==> src/rtl/mw_pkg.sv <==
package mw_pkg;

  typedef enum logic [2:0] {
    MW_READ      = 3'd0,
    MW_WRITE     = 3'd1,
    MW_ERASE     = 3'd2,
    MW_ERASE_ALL = 3'd3,
    MW_WRITE_ALL = 3'd4,
    MW_UNLOCK    = 3'd5,
    MW_LOCK      = 3'd6
  } mw_cmd_e;

  typedef enum logic [2:0] {
    ST_IDLE,
    ST_LOW,
    ST_HIGH,
    ST_TAIL,
    ST_GAP,
    ST_POLL,
    ST_RESP
  } mw_state_e;

endpackage

==> src/rtl/mw_sync.sv <==
module mw_sync #(
  parameter int unsigned STAGES = 2
) (
  input  logic clk,
  input  logic rst,
  input  logic d_i,
  output logic q_o
);

  generate
    if (STAGES <= 1) begin : g_one
      logic r_q;
      always_ff @(posedge clk) begin
        if (rst) r_q <= 1'b0;
        else     r_q <= d_i;
      end
      assign q_o = r_q;
    end else begin : g_chain
      logic [STAGES-1:0] r_q;
      always_ff @(posedge clk) begin
        if (rst) r_q <= '0;
        else     r_q <= {r_q[STAGES-2:0], d_i};
      end
      assign q_o = r_q[STAGES-1];
    end
  endgenerate

endmodule

==> src/rtl/mw_half_timer.sv <==
module mw_half_timer #(
  parameter int unsigned HALF_CYC = 50
) (
  input  logic clk,
  input  logic rst,
  input  logic restart_i,
  output logic tick_o
);

  localparam int unsigned CW = $clog2(HALF_CYC + 1);

  logic [CW-1:0] cnt_q;

  assign tick_o = (cnt_q == CW'(HALF_CYC - 1));

  always_ff @(posedge clk) begin
    if (rst || restart_i) cnt_q <= '0;
    else if (!tick_o)     cnt_q <= cnt_q + 1'b1;
  end

endmodule

==> src/rtl/mw_frame_build.sv <==
module mw_frame_build
  import mw_pkg::*;
#(
  parameter int unsigned ADDR_W = 7,
  parameter int unsigned DATA_W = 16,
  localparam int unsigned HDR_W   = 3 + ADDR_W + 1,
  localparam int unsigned FRAME_W = HDR_W + DATA_W,
  localparam int unsigned LEN_W   = $clog2(FRAME_W + 1)
) (
  input  logic [2:0]         cmd_i,
  input  logic [ADDR_W-1:0]  addr_i,
  input  logic [DATA_W-1:0]  wdata_i,
  output logic [FRAME_W-1:0] frame_o,
  output logic [LEN_W-1:0]   len_o,
  output logic               prog_o,
  output logic               read_o
);

  localparam logic [ADDR_W-2:0] ZP = '0;

  logic [1:0]        op;
  logic [ADDR_W:0]   fld;
  logic              send_data;
  logic              long_frame;

  always_comb begin
    op         = 2'b00;
    fld        = {1'b0, addr_i};
    send_data  = 1'b0;
    long_frame = 1'b0;
    prog_o     = 1'b0;
    read_o     = 1'b0;
    case (mw_cmd_e'(cmd_i))
      MW_READ: begin
        op = 2'b10; long_frame = 1'b1; read_o = 1'b1;
      end
      MW_WRITE: begin
        op = 2'b01; long_frame = 1'b1; send_data = 1'b1; prog_o = 1'b1;
      end
      MW_ERASE: begin
        op = 2'b11; prog_o = 1'b1;
      end
      MW_ERASE_ALL: begin
        fld = {2'b10, ZP}; prog_o = 1'b1;
      end
      MW_WRITE_ALL: begin
        fld = {2'b01, ZP}; long_frame = 1'b1; send_data = 1'b1; prog_o = 1'b1;
      end
      MW_UNLOCK: fld = {2'b11, ZP};
      default:   fld = {2'b00, ZP};
    endcase
  end

  assign frame_o = {1'b1, op, fld, (send_data ? wdata_i : {DATA_W{1'b0}})};
  assign len_o   = long_frame ? LEN_W'(FRAME_W) : LEN_W'(HDR_W);

endmodule

==> src/rtl/mw_eeprom_host.sv <==
module mw_eeprom_host
  import mw_pkg::*;
#(
  parameter int unsigned HALF_CYC    = 50,
  parameter int unsigned GAP_CYC     = 50,
  parameter int unsigned POLL_LIMIT  = 3_400_000,
  parameter int unsigned SYNC_STAGES = 2,
  parameter int unsigned ADDR_W      = 7,
  parameter int unsigned DATA_W      = 16
) (
  input  logic              clk,
  input  logic              rst,
  input  logic              req_valid_i,
  output logic              req_ready_o,
  input  logic [2:0]        req_cmd_i,
  input  logic [ADDR_W-1:0] req_addr_i,
  input  logic [DATA_W-1:0] req_wdata_i,
  output logic              rsp_done_o,
  output logic [DATA_W-1:0] rsp_rdata_o,
  output logic              rsp_err_o,
  output logic              mw_cs_o,
  output logic              mw_sclk_o,
  output logic              mw_di_o,
  input  logic              mw_do_i
);

  localparam int unsigned HDR_W   = 3 + ADDR_W + 1;
  localparam int unsigned FRAME_W = HDR_W + DATA_W;
  localparam int unsigned LEN_W   = $clog2(FRAME_W + 1);
  localparam int unsigned CNT_MAX = (POLL_LIMIT > GAP_CYC) ? POLL_LIMIT : GAP_CYC;
  localparam int unsigned WAIT_W  = $clog2(CNT_MAX + 1);

  mw_state_e          state_q;
  logic [FRAME_W-1:0] frame_q, frame_d;
  logic [LEN_W-1:0]   len_q, len_d, bit_q;
  logic               prog_q, prog_d, read_q, read_d;
  logic               cs_q, sclk_q, di_q;
  logic [DATA_W-1:0]  rdata_q;
  logic               err_q, done_q;
  logic [WAIT_W-1:0]  wait_q;
  logic               poll_pend_q, armed_q;
  logic               tick, restart, do_s;

  mw_frame_build #(.ADDR_W(ADDR_W), .DATA_W(DATA_W)) u_build (
    .cmd_i   (req_cmd_i),
    .addr_i  (req_addr_i),
    .wdata_i (req_wdata_i),
    .frame_o (frame_d),
    .len_o   (len_d),
    .prog_o  (prog_d),
    .read_o  (read_d)
  );

  assign restart = tick || (state_q == ST_IDLE) || (state_q == ST_GAP) || (state_q == ST_RESP);

  mw_half_timer #(.HALF_CYC(HALF_CYC)) u_timer (
    .clk       (clk),
    .rst       (rst),
    .restart_i (restart),
    .tick_o    (tick)
  );

  mw_sync #(.STAGES(SYNC_STAGES)) u_sync (
    .clk (clk),
    .rst (rst),
    .d_i (mw_do_i),
    .q_o (do_s)
  );

  always_ff @(posedge clk) begin
    if (rst) begin
      state_q     <= ST_IDLE;
      frame_q     <= '0;
      len_q       <= '0;
      bit_q       <= '0;
      prog_q      <= 1'b0;
      read_q      <= 1'b0;
      cs_q        <= 1'b0;
      sclk_q      <= 1'b0;
      di_q        <= 1'b0;
      rdata_q     <= '0;
      err_q       <= 1'b0;
      done_q      <= 1'b0;
      wait_q      <= '0;
      poll_pend_q <= 1'b0;
      armed_q     <= 1'b0;
    end else begin
      done_q <= 1'b0;
      case (state_q)
        ST_IDLE: begin
          if (req_valid_i) begin
            frame_q <= frame_d;
            len_q   <= len_d;
            prog_q  <= prog_d;
            read_q  <= read_d;
            bit_q   <= '0;
            cs_q    <= 1'b1;
            sclk_q  <= 1'b0;
            di_q    <= frame_d[FRAME_W-1];
            err_q   <= 1'b0;
            rdata_q <= '0;
            state_q <= ST_LOW;
          end
        end
        ST_LOW: begin
          if (tick) begin
            sclk_q  <= 1'b1;
            state_q <= ST_HIGH;
          end
        end
        ST_HIGH: begin
          if (tick) begin
            sclk_q <= 1'b0;
            if (read_q && (bit_q >= LEN_W'(HDR_W))) begin
              rdata_q <= {rdata_q[DATA_W-2:0], do_s};
            end
            if (bit_q == len_q - LEN_W'(1)) begin
              di_q    <= 1'b0;
              state_q <= ST_TAIL;
            end else begin
              bit_q   <= bit_q + LEN_W'(1);
              frame_q <= frame_q << 1;
              di_q    <= frame_q[FRAME_W-2];
              state_q <= ST_LOW;
            end
          end
        end
        ST_TAIL: begin
          if (tick) begin
            cs_q        <= 1'b0;
            wait_q      <= '0;
            poll_pend_q <= prog_q;
            state_q     <= ST_GAP;
          end
        end
        ST_GAP: begin
          if (wait_q == WAIT_W'(GAP_CYC - 1)) begin
            wait_q <= '0;
            if (poll_pend_q) begin
              poll_pend_q <= 1'b0;
              armed_q     <= 1'b0;
              cs_q        <= 1'b1;
              state_q     <= ST_POLL;
            end else begin
              done_q  <= 1'b1;
              state_q <= ST_RESP;
            end
          end else begin
            wait_q <= wait_q + WAIT_W'(1);
          end
        end
        ST_POLL: begin
          if (tick) armed_q <= 1'b1;
          if (armed_q && do_s) begin
            cs_q    <= 1'b0;
            wait_q  <= '0;
            state_q <= ST_GAP;
          end else if (wait_q == WAIT_W'(POLL_LIMIT - 1)) begin
            err_q   <= 1'b1;
            cs_q    <= 1'b0;
            wait_q  <= '0;
            state_q <= ST_GAP;
          end else begin
            wait_q <= wait_q + WAIT_W'(1);
          end
        end
        ST_RESP: state_q <= ST_IDLE;
        default: state_q <= ST_IDLE;
      endcase
    end
  end

  assign req_ready_o = (state_q == ST_IDLE);
  assign rsp_done_o  = done_q;
  assign rsp_rdata_o = rdata_q;
  assign rsp_err_o   = err_q;
  assign mw_cs_o     = cs_q;
  assign mw_sclk_o   = sclk_q;
  assign mw_di_o     = di_q;

endmodule

==> config.mk <==
export PLATFORM = sky130hd
export DESIGN_NAME = mw_eeprom_host
export DESIGN_NICKNAME = d
export VERILOG_FILES = /design/src/rtl/mw_pkg.sv /design/src/rtl/mw_sync.sv /design/src/rtl/mw_half_timer.sv /design/src/rtl/mw_frame_build.sv /design/src/rtl/mw_eeprom_host.sv
export SDC_FILE = /design/constraint.sdc
export NUM_CORES = 1
export LEC_CHECK = 0
export CORE_UTILIZATION = 40
export DETAILED_ROUTE_END_ITERATION = 7
export GPL_ROUTABILITY_DRIVEN = 0
export PLACE_DENSITY_LB_ADDON = 0.15
export SYNTH_ARGS = -nofsm -noshare
export SYNTH_HDL_FRONTEND = slang
export SYNTH_SLANG_ARGS = --single-unit
==> constraint.sdc <==
create_clock -name clk -period 2.7 [get_ports clk]
set_clock_uncertainty 0.2 [all_clocks]
set_input_delay 0.405 -clock clk [delete_from_list [all_inputs] [get_ports clk]]
set_output_delay 0.405 -clock clk [all_outputs]
set_load 0.05 [all_outputs]
# == Word level (Yosys, flattened, before mapping) ==
# Cells that the tools add are included.
# totals
out_inout_bits,22
input_bits,30
elab_cells,140
reg_bits,94
# classes
n_mux,58
addsub,4
order_cmp,1
n_eq_ne,27
bitwise,2
reduce_logical,31
# op_table
op,n
$mux W22,4
$mux W26,3
$pmux W22 S3,1
$mux W16,4
$pmux W26 S2,1
$pmux W16 S2,1
$pmux W8 S4,1
$add A22 B1 Y22 const B,1
$eq A22 B22 Y1 const B,1
$eq A22 B6 Y1 const B,1
$mux W1,21
$mux W3,7
$mux W5,4
$ne A2 B2 Y1 const B,10
$reduce_and A4 Y1,5
$pmux W3 S6,1
$eq A3 B3 Y1 const B,5
$eq A3 B2 Y1 const B,4
$reduce_and A6 Y1,2
$pmux W5 S2,1
$reduce_or A3 Y1,3
$pmux W1 S2,4
$reduce_bool A2 Y1,4
$add A6 B1 Y6 const B,1
other kinds (22),33

# == Logic depth before layout (Yosys ltp) ==
# logic_depth
word_depth,6
ltp_mapped,9
ltp_nobuf,7

# == Cells and area by module ==
# From an unflattened synthesis, not the netlist that was laid out.
# hier_totals
cells_unflattened,610
hier_area_um2,5104.9
# by_module_without_submodules
mod,instances,cells_each,seq_area_each_um2,area_each_um2
mw_eeprom_host,1,528,1721.7,4340.4
mw_frame_build,1,48,0.0,406.6
mw_half_timer,1,30,120.1,305.3
mw_sync,1,4,40.0,52.6

# == Worst setup path before layout ==
# OpenSTA, ideal clock, no wires.
# synth_path
kind,register -> register
startpoint,register state_q[0]
endpoint,register len_q[4]
path_slack_ps,41
n_path_buf,1
arrival_ps,2394
stages_incl_launch_ff,7
path_cell_list,dfxtp_1 -> clkbuf_8 -> nor3_1 -> nand2_1 -> a211oi_1 -> a21oi_1 -> nor2_1
# synth_via
elab_chain_cells,2
# synth_rtl
element,line,source
from (decl),mw_eeprom_host.sv:33,mw_state_e state_q;
from (signal assigned),mw_eeprom_host.sv:72,state_q <= ST_IDLE;
from (signal assigned),mw_eeprom_host.sv:102,state_q <= ST_LOW;
from (signal assigned),mw_eeprom_host.sv:108,state_q <= ST_HIGH;
$logic_not A3 Y1,-,
named net req_ready_o,mw_eeprom_host.sv:14,"output logic req_ready_o,"
$reduce_and A2 Y1 (no source line),-,
to (signal assigned),mw_eeprom_host.sv:93,len_q <= len_d;
to (decl),mw_eeprom_host.sv:35,"logic [LEN_W-1:0] len_q, len_d, bit_q;"
# The timed path passes the listed nets, and every way through them passes these cells.
# A chain may end at the register's enable or synchronous reset.

# == Worst setup path after layout ==
# layout_path
startpoint,register state_q[0]
endpoint,output port req_ready_o
# layout_via
elab_chain_cells,1
# layout_rtl
element,line,source
$logic_not A3 Y1,mw_eeprom_host.sv:173,assign req_ready_o = (state_q == ST_IDLE);
to (decl),mw_eeprom_host.sv:14,
# No other way between the ends.

==> flow_metrics.py <==
metrics = {
    "finish": {
        "seqCellArea_sq_um": 1820,
        "area_growth_syn_to_layout_pct": 19.2,
        "layout_commonest_cell": "dfxtp_1",
        "final_nets": 600,
        "final_cell_mix": "dfxtp_1, nor2_1, nand2_1",
        "diodes": 0,
        "final_core_utilization_pct": 50.0,
        "multi_input_area_sq_um": 2340,
        "nFillCells": 1055,
        "drive_gt1_share_pct": 8.61,
    },
    "sta": {
        "rsz0062_at_grt": "false",
        "slew_headroom_pct": 52.0,
        "max_freq_mhz": 384,
        "setup_viol": 0,
        "tns_ns": 0,
        "hold_viol_final": 0,
        "period_needed_ns": 2.61,
        "slew_violations": 0,
        "tightest_slew_ns": 0.718,
        "fin_crit_sh_pct": 96.5,
    },
    "pwr": {
        "combPwrFrac_pct": 14.6,
        "p_int_mw": 2.03,
        "seqPwrFrac_pct": 51.5,
        "p_switching_mw": 0.771,
        "p_sw_share_pct": 27.5,
        "ir_drop_mv": 0.221,
        "clkPwrFrac_pct": 33.9,
        "leakagePower_nw": 1.78,
        "cellPowerDensity_nw_per_um2": 536,
        "finalPower_mw": 2.80,
    },
    "yosys": {
        "ys_top_cells_by_area": "dfxtp_1, nor2_1, nand2_1",
        "synth_xor_area_share_pct": 5.19,
        "synth_top_cell_area_share_pct": 41.5,
        "synth_compound_area_share_pct": 16.8,
        "synth_fp_nets": 561,
        "ys_types": 63,
        "syn_inst": 526,
        "yosys.area_share.simple_pct": 28.1,
        "synthAdderAreaFrac_pct": 1.43,
        "asyncSetResetFlopFracSynth_pct": 0,
        "synth_top_area_cell": "dfxtp_1",
        "avgSynthCellArea_sq_um": 8.34,
        "ys_ff_latch": 91,
        "synth_ff_type": "dfxtp_1",
        "ys_seq_area_share_pct": 41.5,
        "ys_warn_count": 0,
        "synthMuxAreaShare_pct": 1.14,
        "synth.cell_area_sq_um": 4390,
        "synth-edff-count": 0,
        "synth_top_family_by_area": "simple AND/OR/NAND/NOR gates",
    },
    "outcome": {
        "status": "complete, no violations",
    },
    "drt": {
        "drc_errors": 0,
        "vias": 3856,
        "ant_nets": 0,
        "wl_um": 10100,
        "wire_per_inst_um": 14.3,
        "drtPass1Iterations": 4,
        "drt-vias-per-instance": 5.47,
        "drt_iter0_drc": 165,
    },
    "critical_path": {
        "worstPathMaxFanout": 11,
        "crit_required_ns": 2.10,
        "crit_path_start_kind": "register",
        "max_stage_delay_ns": 0.86,
        "critical_path_arrival_ns": 2.00,
        "path_cells": "nor3_1, clkdlybuf4s50_1",
        "cp-end-kind": "output pin",
        "worst_path_max_delay_cell": "clkdlybuf4s50_1",
        "path_class": "register to output pin",
    },
    "clock_network": {
        "htree_levels": 3,
        "cts_hold_buffers": 0,
        "path_clk_slew_ns": 0.09,
        "clk-insertion-delay-late_ns": 0.38,
        "cts-buffers-inserted": 9,
        "cts_tree": "done",
        "root_buffer": "clkbuf_8",
        "clk_path_buf_depth": 2,
        "post_cts_buffers": 0,
        "clock_sinks": 91,
    },
    "floorplanning": {
        "coreArea_sq_um": 10500,
        "start_util_pct": 42.0,
        "fp.dieW_um": 107,
        "die-area_sq_um": 11400,
        "die_h_um": 107,
        "row_count": 37,
        "top_level_ports": 52,
    },
    "placed_design": {
        "io_buffers": 51,
        "hpwl_um": 6750,
    },
    "flow_run": {
        "max_cap_violations": 0,
    },
    "min_path": {
        "hold_path.class": "input port to register",
    },
    "grt": {
        "grt_pass1_vias": 3523,
        "grtUsageTotal_pct": 18.9,
        "grt_max_degree": 60,
        "grt_overflow": 0,
        "grt_pass1_wl_um": 17100,
        "antenna_found_initial": 0,
    },
}
==> sequential cells by signal (all words and copies together) (netlist names) <==
signal,cells
mw_cs_o,1
wait_q,22
rsp_done_o,1
bit_q,5
poll_pend_q,1
armed_q,1
u_sync.g_chain.r_q,2
u_timer.cnt_q,6
prog_q,1
mw_sclk_o,1
len_q,2
rsp_rdata_o,16
mw_di_o,1
state_q,3
rsp_err_o,1
read_q,1
frame_q,26
==> kinds of logic after synthesis <==
group	count (synthesis)
AOI/OAI and AO/OA	104
xor gates and xnor gates	26
adders and majority gates	5
buffers and inverters	51
DFF	91
muxes	5
and+or+nand+nor	244
==> critical path: cells and delay by family, from the launching register on <==
family	cells	cell delay (ns)
buffers and inverters	1	0.86
DFF	1	0.44
and+or+nand+nor	1	0.32
==> timing repair <==
item,in CTS,in global routing
gates resized for setup,0,1
endpoints found under the hold margin,0,0
setup endpoints to repair,0,16
==> cells in the mapped netlist (3+ instances only) <==
library cell  number
clkbuf_8           4
a221oi_1           7
clkbuf_1          27
xnor2_1           15
ha_1               5
nor4_1            11
buf_1              3
o21ai_0           11
mux2i_1            5
inv_1              8
nand4_1            8
buf_2              6
nand2_1           62
and3_1             8
o22ai_1            4
a311oi_1          17
a21oi_1           31
nor3b_1            5
nor2b_1            3
nor3_1            15
a211oi_1           7
nand3_1           29
nand3b_1          18
dfxtp_1           91
nor2_1            64
a41oi_1            3
and4_1             3
a31oi_1            3
xor2_1            11
==> layer usage <==
layer	GRT usage (%)	routed length (um)	vias up
met2	26.7	4200	97
met1	27.3	5190	1781
met4	7.53	189	0
met5	0	0	-
met3	4.38	486	13
li1	-	-	1965
==> stage by stage <==
stage          setup WS, ns  instance area [sq um]  instances  hold WS (ns)
2_1_floorplan        0.0406                   4390        526         0.214
3_3_place_gp          0.185                   5020        690         0.239
3_5_place_dp          0.144                   5020        690         0.238
4_1_cts              0.0971                   5220        705        0.0742
5_1_grt              0.0110                   5230        705        0.0923
6_report             0.0936                   5230        705        0.0922
==> worst paths after layout <==
path	to	slack, ns	from	depth (start not counted)
worst max-delay path	req_ready_o	0.09	state_q[0]$_SDFFE_PP0P_	2
worst min-delay path	mw_sclk_o$_SDFFE_PP0P_	0.09	rst	2
worst max register to register	mw_cs_o$_SDFFE_PP0P_	0.25	wait_q[6]$_SDFFE_PP0P_	5
worst min register to register	u_sync.g_chain.r_q[1]$_SDFF_PP0_	0.25	u_sync.g_chain.r_q[0]$_SDFF_PP0_	1
==> power groups by stage <==
stage / clock (mW) / sequential [mW] / combinational [mW]
global route: 1.04 / 1.45 / 0.453
floorplan: 0 / 1.47 / 0.282
finish: 0.951 / 1.44 / 0.408
detailed placement: 0 / 1.47 / 0.407
CTS: 0.994 / 1.44 / 0.408
global placement: 0 / 1.47 / 0.401
==> area by class of cell <==
cell class / instances / area share [%]
multi-input cells: 384 / 44.8
flip-flops and latches: 91 / 34.8
repair buffers: 71 / 12.8
clock inverters: 5 / 1.17
well taps: 136 / 3.25
inverters: 8 / 0.574
clock buffers: 10 / 2.63
No activity file was read; power rests on OpenSTA's default activity.
